<file path="src/rtl/ir_mod_pkg.sv">
package ir_mod_pkg;

  typedef enum logic {
    PART_FIRST  = 1'b0,
    PART_SECOND = 1'b1
  } sym_part_e;

endpackage

</file>
<file path="src/rtl/ir_carrier_gen.sv">
module ir_carrier_gen #(
  parameter int CAR_W = 10
) (
  input  logic             clk,
  input  logic             rst_n,
  input  logic             run,
  input  logic [CAR_W-1:0] high_len,
  input  logic [CAR_W-1:0] low_len,
  output logic             car_level,
  output logic             period_end
);

  logic [CAR_W-1:0] cnt_q, cnt_d;
  logic             hi_q, hi_d;
  logic [CAR_W-1:0] hi_len;
  logic             hi_end, lo_end, no_low;

  always_comb begin
    hi_len     = (high_len == '0) ? CAR_W'(1) : high_len;
    no_low     = (low_len == '0);
    hi_end     = hi_q && (cnt_q == hi_len - CAR_W'(1));
    lo_end     = !hi_q && (cnt_q == low_len - CAR_W'(1));
    period_end = run && (lo_end || (hi_end && no_low));
    hi_d       = hi_q;
    cnt_d      = cnt_q;
    if (!run) begin
      hi_d  = 1'b1;
      cnt_d = '0;
    end else if (hi_end) begin
      cnt_d = '0;
      hi_d  = no_low;
    end else if (lo_end) begin
      cnt_d = '0;
      hi_d  = 1'b1;
    end else begin
      cnt_d = cnt_q + CAR_W'(1);
    end
  end

  always_ff @(posedge clk or negedge rst_n) begin
    if (!rst_n) begin
      hi_q  <= 1'b1;
      cnt_q <= '0;
    end else begin
      hi_q  <= hi_d;
      cnt_q <= cnt_d;
    end
  end

  assign car_level = hi_q;

  AST_CAR_HI_BOUND: assert property (@(posedge clk) disable iff (!rst_n)
    (run && hi_q) |-> (cnt_q < hi_len));
  AST_CAR_NO_LOW: assert property (@(posedge clk) disable iff (!rst_n)
    (run && no_low) |-> hi_q);

endmodule

</file>
<file path="src/rtl/ir_symbol_timer.sv">
module ir_symbol_timer
  import ir_mod_pkg::*;
#(
  parameter int MARK_W  = 16,
  parameter int SPACE_W = 8
) (
  input  logic               clk,
  input  logic               rst_n,
  input  logic               run,
  input  logic               period_end,
  input  logic               cur_bit,
  input  logic [MARK_W-1:0]  one_mark,
  input  logic [SPACE_W-1:0] one_space,
  input  logic [MARK_W-1:0]  zero_mark,
  input  logic [SPACE_W-1:0] zero_space,
  input  logic               one_space_first,
  input  logic               zero_space_first,
  output logic               mark_now,
  output logic               sym_end
);

  sym_part_e         part_q, part_d;
  logic [MARK_W-1:0] pcnt_q, pcnt_d;
  logic [MARK_W-1:0] mark_len, space_len, cur_len;
  logic              space_first, last_per;

  always_comb begin
    mark_len    = cur_bit ? one_mark : zero_mark;
    space_len   = cur_bit ? MARK_W'(one_space) : MARK_W'(zero_space);
    if (mark_len == '0)  mark_len  = MARK_W'(1);
    if (space_len == '0) space_len = MARK_W'(1);
    space_first = cur_bit ? one_space_first : zero_space_first;
    if (part_q == PART_FIRST) cur_len = space_first ? space_len : mark_len;
    else                      cur_len = space_first ? mark_len : space_len;
    last_per = (pcnt_q == cur_len - MARK_W'(1));
    mark_now = (part_q == PART_FIRST) ? !space_first : space_first;
    sym_end  = run && period_end && (part_q == PART_SECOND) && last_per;
    part_d   = part_q;
    pcnt_d   = pcnt_q;
    if (!run) begin
      part_d = PART_FIRST;
      pcnt_d = '0;
    end else if (period_end) begin
      if (last_per) begin
        pcnt_d = '0;
        part_d = (part_q == PART_FIRST) ? PART_SECOND : PART_FIRST;
      end else begin
        pcnt_d = pcnt_q + MARK_W'(1);
      end
    end
  end

  always_ff @(posedge clk or negedge rst_n) begin
    if (!rst_n) begin
      part_q <= PART_FIRST;
      pcnt_q <= '0;
    end else begin
      part_q <= part_d;
      pcnt_q <= pcnt_d;
    end
  end

  AST_PART_BOUND: assert property (@(posedge clk) disable iff (!rst_n)
    run |-> (pcnt_q < cur_len));
  AST_IDLE_TIMER_CLEAR: assert property (@(posedge clk) disable iff (!rst_n)
    !run |=> (part_q == PART_FIRST) && (pcnt_q == '0));

endmodule

</file>
<file path="src/rtl/ir_bit_shifter.sv">
module ir_bit_shifter #(
  parameter int WORD_W = 16
) (
  input  logic              clk,
  input  logic              rst_n,
  input  logic              enable,
  input  logic              load,
  input  logic [WORD_W-1:0] load_data,
  input  logic              sym_end,
  output logic              cur_bit,
  output logic              last_bit,
  output logic              busy
);

  localparam int CNT_W = $clog2(WORD_W + 1);

  logic [WORD_W-1:0] sh_q, sh_d;
  logic [CNT_W-1:0]  left_q, left_d;
  logic              busy_q, busy_d;

  always_comb begin
    sh_d   = sh_q;
    left_d = left_q;
    busy_d = busy_q;
    if (!enable) begin
      sh_d   = '0;
      left_d = '0;
      busy_d = 1'b0;
    end else if (load) begin
      sh_d   = load_data;
      left_d = CNT_W'(WORD_W);
      busy_d = 1'b1;
    end else if (busy_q && sym_end) begin
      if (left_q == CNT_W'(1)) begin
        left_d = '0;
        busy_d = 1'b0;
      end else begin
        sh_d   = {sh_q[WORD_W-2:0], 1'b0};
        left_d = left_q - CNT_W'(1);
      end
    end
  end

  always_ff @(posedge clk or negedge rst_n) begin
    if (!rst_n) begin
      sh_q   <= '0;
      left_q <= '0;
      busy_q <= 1'b0;
    end else begin
      sh_q   <= sh_d;
      left_q <= left_d;
      busy_q <= busy_d;
    end
  end

  assign cur_bit  = sh_q[WORD_W-1];
  assign last_bit = (left_q == CNT_W'(1));
  assign busy     = busy_q;

  AST_DISABLE_IDLE: assert property (@(posedge clk) disable iff (!rst_n)
    !enable |=> !busy_q);
  AST_BITS_LEFT: assert property (@(posedge clk) disable iff (!rst_n)
    busy_q |-> (left_q != '0));

endmodule

</file>
<file path="src/rtl/ir_symbol_modulator.sv">
module ir_symbol_modulator #(
  parameter int WORD_W  = 16,
  parameter int CAR_W   = 10,
  parameter int MARK_W  = 16,
  parameter int SPACE_W = 8
) (
  input  logic               clk,
  input  logic               rst_n,
  input  logic               enable,
  input  logic               invert,
  input  logic [CAR_W-1:0]   car_high,
  input  logic [CAR_W-1:0]   car_low,
  input  logic [MARK_W-1:0]  one_mark,
  input  logic [SPACE_W-1:0] one_space,
  input  logic [MARK_W-1:0]  zero_mark,
  input  logic [SPACE_W-1:0] zero_space,
  input  logic               one_space_first,
  input  logic               zero_space_first,
  input  logic [WORD_W-1:0]  word_data,
  input  logic               word_valid,
  output logic               word_ready,
  output logic               ir_out,
  output logic               busy,
  output logic               sym_done
);

  logic [1:0] rst_sync_q;
  logic       rst_n_int;
  logic       busy_w, cur_bit, last_bit, sym_end, mark_now;
  logic       car_level, period_end, accept;

  always_ff @(posedge clk or negedge rst_n) begin
    if (!rst_n) rst_sync_q <= 2'b00;
    else        rst_sync_q <= {rst_sync_q[0], 1'b1};
  end
  assign rst_n_int = rst_sync_q[1];

  assign word_ready = enable && (!busy_w || (sym_end && last_bit));
  assign accept     = word_valid && word_ready;

  ir_bit_shifter #(.WORD_W(WORD_W)) u_shift (
    .clk(clk), .rst_n(rst_n_int), .enable(enable), .load(accept),
    .load_data(word_data), .sym_end(sym_end), .cur_bit(cur_bit),
    .last_bit(last_bit), .busy(busy_w)
  );

  ir_carrier_gen #(.CAR_W(CAR_W)) u_car (
    .clk(clk), .rst_n(rst_n_int), .run(busy_w), .high_len(car_high),
    .low_len(car_low), .car_level(car_level), .period_end(period_end)
  );

  ir_symbol_timer #(.MARK_W(MARK_W), .SPACE_W(SPACE_W)) u_sym (
    .clk(clk), .rst_n(rst_n_int), .run(busy_w), .period_end(period_end),
    .cur_bit(cur_bit), .one_mark(one_mark), .one_space(one_space),
    .zero_mark(zero_mark), .zero_space(zero_space),
    .one_space_first(one_space_first), .zero_space_first(zero_space_first),
    .mark_now(mark_now), .sym_end(sym_end)
  );

  assign ir_out   = invert ^ (busy_w & mark_now & car_level);
  assign busy     = busy_w;
  assign sym_done = sym_end;

  AST_ACCEPT_BUSY: assert property (@(posedge clk) disable iff (!rst_n_int)
    (accept && enable) |=> busy);
  AST_DONE_IN_BUSY: assert property (@(posedge clk) disable iff (!rst_n_int)
    sym_done |-> busy);
  AST_SPACE_QUIET: assert property (@(posedge clk) disable iff (!rst_n_int)
    (busy && !mark_now) |-> (ir_out == invert));
  AST_IDLE_LEVEL: assert property (@(posedge clk) disable iff (!rst_n_int)
    !busy |-> (ir_out == invert));

endmodule

</file>
<file path="config.mk">
export PLATFORM = sky130hd
export DESIGN_NAME = ir_symbol_modulator
export DESIGN_NICKNAME = d
export VERILOG_FILES = /design/src/rtl/ir_mod_pkg.sv /design/src/rtl/ir_carrier_gen.sv /design/src/rtl/ir_symbol_timer.sv /design/src/rtl/ir_bit_shifter.sv /design/src/rtl/ir_symbol_modulator.sv
export SDC_FILE = /design/constraint.sdc
export NUM_CORES = 1
export LEC_CHECK = 0
export ABC_AREA = 1
export ABC_CLOCK_PERIOD_IN_PS = 3200
export BUFFER_PORTS_ARGS = -buffer_cell sky130_fd_sc_hd__buf_2
export CORE_MARGIN = 3
export CORE_UTILIZATION = 51
export CTS_CLUSTER_DIAMETER = 50
export CTS_CLUSTER_SIZE = 10
export DETAILED_ROUTE_END_ITERATION = 7
export PLACE_DENSITY = 0.82
export SYNTH_ARGS = -nofsm -noshare
export SYNTH_HDL_FRONTEND = slang
export SYNTH_SLANG_ARGS = --single-unit
</file>
<file path="constraint.sdc">
create_clock -name clk -period 3.2 [get_ports clk]
set_input_delay 0.48 -clock clk [delete_from_list [all_inputs] [get_ports clk]]
set_output_delay 0.48 -clock clk [all_outputs]
set_load 0.01 [all_outputs]
</file>
==> impl_metrics.csv <==
group,metric,value,unit
timing,fin_crit,3.56,ns
logic_synthesis,syn-num-nets,841,
power,pwr-share-comb,44.7,%
power,p_int,0.00125,W
timing,finClkSkew,0.00489,ns
route,drt-pass1-iter-count,5,
floorplan,die_x,102,um
clocking,cts_tree,"yes",
run_status,violations,"negative setup slack",
logic_synthesis,yosysWarnings,0,
grt,grt_start_max_net_pins,51,
timing,grt_setup_unrepaired,"yes",
cells_and_area,antenna_cells,0,
clocking,clkSinkCount,52,
logic_synthesis,synth_area_leaders,"dfrtp_1 (27%), nand2_1 (19%), nand3_1 (7.7%)",
grt,grt_pass1_wl,19800,um
clocking,clkTransAtPathRegs,0.08,ns
place,dp_cells,992,
timing,finalSetupTns,-0.806,ns
logic_synthesis,synth.distinct_cells,44,
worst_setup_path,required,2.72,ns
clocking,cts_buffers,5,
clocking,clk_latency,0.30,ns
route,route.detailed.drc,0,
place,gp_congestion,0.897,
timing,fmax,281,MHz
route,wl_per_cell,12.0,um
grt,grt_overflow,0,
floorplan,initial_utilization,53.3,%
floorplan,rows,34,
worst_setup_path,crit_path_end_kind,"primary output",
grt,grt_usage,23.0,%
power,power.density,326,mW/mm^2
clocking,cts_root_buf,"clkbuf_8",
timing,final-hold-violation-count,0,
timing,relSlewSlack,29.2,%
floorplan,pin_count,95,
floorplan,die_h,102,um
timing,post-route-period-util,111,%
timing,worstMarginPinSlew,1.06,ns
power,power_switching,0.000745,W
power,ir_drop,0.277,mV
worst_setup_path,path_class,"in2out",
route,routed_wl,12100,um
logic_synthesis,synth_area_per_cell,6.36,um^2
route,drt-vias-per-instance,5.05,
power,p_leak,3.19,nW
cells_and_area,nets,1000,
place,place_ws,-0.271,ns
power,power_frac_seq,36.3,%
worst_setup_path,cp_max_fo,3,
cells_and_area,layoutNonFillerInstCount,1010,
worst_setup_path,cp.arrival,3.08,ns
clocking,clk_path_buf_depth,2,
logic_synthesis,synth_cells,742,
place,dpl.hpwl,9220,um
logic_synthesis,synth_largest_area_cell,"dfrtp_1",
cells_and_area,seq_area,0.00130,mm^2
power,p_sw_share,37.4,%
timing,finalSetupViolCount,17,
floorplan,core,0.00885,mm^2
worst_setup_path,startpoint_type,"input pin",
route,num_vias,5105,
logic_synthesis,yosysSeqAreaShare,27.6,%
timing,slew_viol_final,0,
floorplan,die-area,0.0104,mm^2
power,clockPowerShare,19.0,%
cells_and_area,multi_input_area,0.00311,mm^2
logic_synthesis,ys_seq_elements,52,
route,final_antenna_net_count,0,
clocking,cts_max_level,2,
cells_and_area,syn2layout_area_growth,29.6,%
cells_and_area,n_fill_cell,758,
logic_synthesis,synth_top_area_share,27.0,%
grt,grt_pass1_vias,4661,
grt,antenna_found_initial,0,
logic_synthesis,netlist_area,0.00472,mm^2
job,drv_cap,0,
worst_hold_path,hold_class,"reg2reg",
timing,worst_slack,-0.358,ns
cells_and_area,drive_above_1_share,30.0,%
route,initialDrtViolationCount,312,
place,io_buffers,94,
run_status,status,"finished, violations left",
## cell families (layout without fill, tap and decap cells)
kind of cell / after synthesis / after routing / synth area share (%)
adders and majority gates: 8 / 8 / 2.12
xor gates and xnor gates: 45 / 45 / 8.35
other: 1 / 1 / 0.0795
and+or+nand+nor: 467 / 468 / 44.9
DFF: 52 / 52 / 27.6
buffers and inverters: 118 / 276 / 10.6
AOI/OAI and AO/OA: 51 / 52 / 6.39
## final timing paths
kind | from | slack, ns | endpoint | cells after the start
max in group asynchronous | rst_sync_q[1] | 2.08 | u_shift.sh_q[11] | 0
min reg2reg | rst_sync_q[0] | 0.36 | rst_sync_q[1] | 0
min in group asynchronous | rst_sync_q[1] | 0.47 | u_car.cnt_q[6] | 0
min | rst_sync_q[0] | 0.36 | rst_sync_q[1] | 0
max reg2reg | u_shift.sh_q[15] | -0.03 | u_shift.sh_q[15] | 25
max | car_high[2] | -0.36 | word_ready | 18
## layout by cell type (no fill, tap or decap), types with 5 or more instances in the layout
master    Yosys  layout
ha_1          8       7
a21oi_1      18      16
nand3_1      73      70
buf_2         8      93
inv_2        10      10
buf_4         2      70
inv_1        88      86
nor2_1       68      61
xnor2_1      12      12
nand2_1     242     218
nand3b_1      5       5
dfrtp_1      51      50
or2_2         5       5
nor3_1       18      16
xor2_1       33      33
nand2_2      12      35
nand3_2      11      12
clkbuf_8      0       6
nand4_1      12      12
o21ai_0      17      16
o21ai_1       6       7
nor2_2        3      10
## power by group through the flow
| stage | Combinational [W] | Clock [W] | Sequential, W |
|---|---|---|---|
| finish | 0.000891 | 0.000378 | 0.000723 |
| global route | 0.000991 | 0.000414 | 0.000730 |
| CTS | 0.000825 | 0.000386 | 0.000722 |
| detailed placement | 0.000800 | 0 | 0.000735 |
| global placement | 0.000786 | 0 | 0.000734 |
| floorplan | 0.000514 | 0 | 0.000724 |
## through the flow
stage               utilization, %  hold slack, ns  instance area [um^2]  total power [W]
detailed placement            65.0           0.267                  5750          0.00154
CTS                           66.9           0.362                  5920          0.00193
finish                        69.1           0.358                  6120          0.00199
floorplan                        -           0.184                  4730          0.00124
global placement              65.0           0.267                  5750          0.00152
global route                  69.1           0.363                  6120          0.00213
## repair_timing
item / 4_1_cts / 5_1_grt
pin swaps: 9 / 25
resized for setup: 9 / 41
cloned: 1 / 1
setup buffers: 3 / 4
endpoints found under the setup margin: 29 / 38
hold buffers: 1 / 0
hold endpoints to repair: 2 / 0
## critical path, cell delays in order
cell	delay (ns)
buf_2	0.10
inv_1	0.06
nand2_1	0.05
nor3_1	0.15
nand4_1	0.12
nand2_2	0.09
inv_1	0.06
ha_1	0.22
nand3_2	0.10
xor2_1	0.18
xor2_1	0.21
nand3b_1	0.13
nor3_2	0.20
nand3_1	0.20
a21oi_4	0.25
nand3_2	0.13
a21oi_4	0.19
buf_2	0.15
## Yosys cell counts, drive strengths merged
| library cell | n |
|---|---|
| inv | 99 |
| and3 | 4 |
| o21bai | 2 |
| ha | 8 |
| conb | 1 |
| a31oi | 1 |
| nor2 | 75 |
| nor4 | 3 |
| nand3b | 5 |
| nor4b | 1 |
| nand3 | 84 |
| nand4 | 12 |
| dfstp | 1 |
| dfrtp | 51 |
| and3b | 1 |
| o311ai | 1 |
| a211oi | 1 |
| o2111ai | 1 |
| xnor2 | 12 |
| nand2 | 255 |
| or2 | 6 |
| nor3 | 20 |
| a21oi | 20 |
| o41ai | 1 |
| buf | 15 |
| nor3b | 1 |
| clkbuf | 4 |
| xor2 | 33 |
| o21ai | 24 |
## final cells by class
type / count / share of cell area (%)
Inverter: 99 / 6.28
Timing Repair Buffer: 169 / 17.9
Multi-Input combinational cell: 574 / 50.9
Sequential cell: 52 / 21.3
Tap cell: 108 / 2.21
Clock buffer: 8 / 1.47
## state kept, by name (all words and copies together) (netlist names)
| name | cells |
|---|---|
| rst_sync_q | 2 |
| u_car.car_level | 1 |
| u_car.cnt_q | 10 |
| u_shift.busy | 1 |
| u_shift.left_q | 5 |
| u_shift.sh_q | 16 |
| u_sym.part_q | 1 |
| u_sym.pcnt_q | 16 |
## metal layers
layer | up-vias | global-route usage, % | wire (um)
li1 | 2659 | - | -
met1 | 2288 | 29.7 | 5300
met2 | 144 | 41.3 | 6020
met3 | 14 | 2.53 | 672
met4 | 0 | 5.35 | 145
met5 | - | 0 | 0
(Power assumes the default switching activity.)
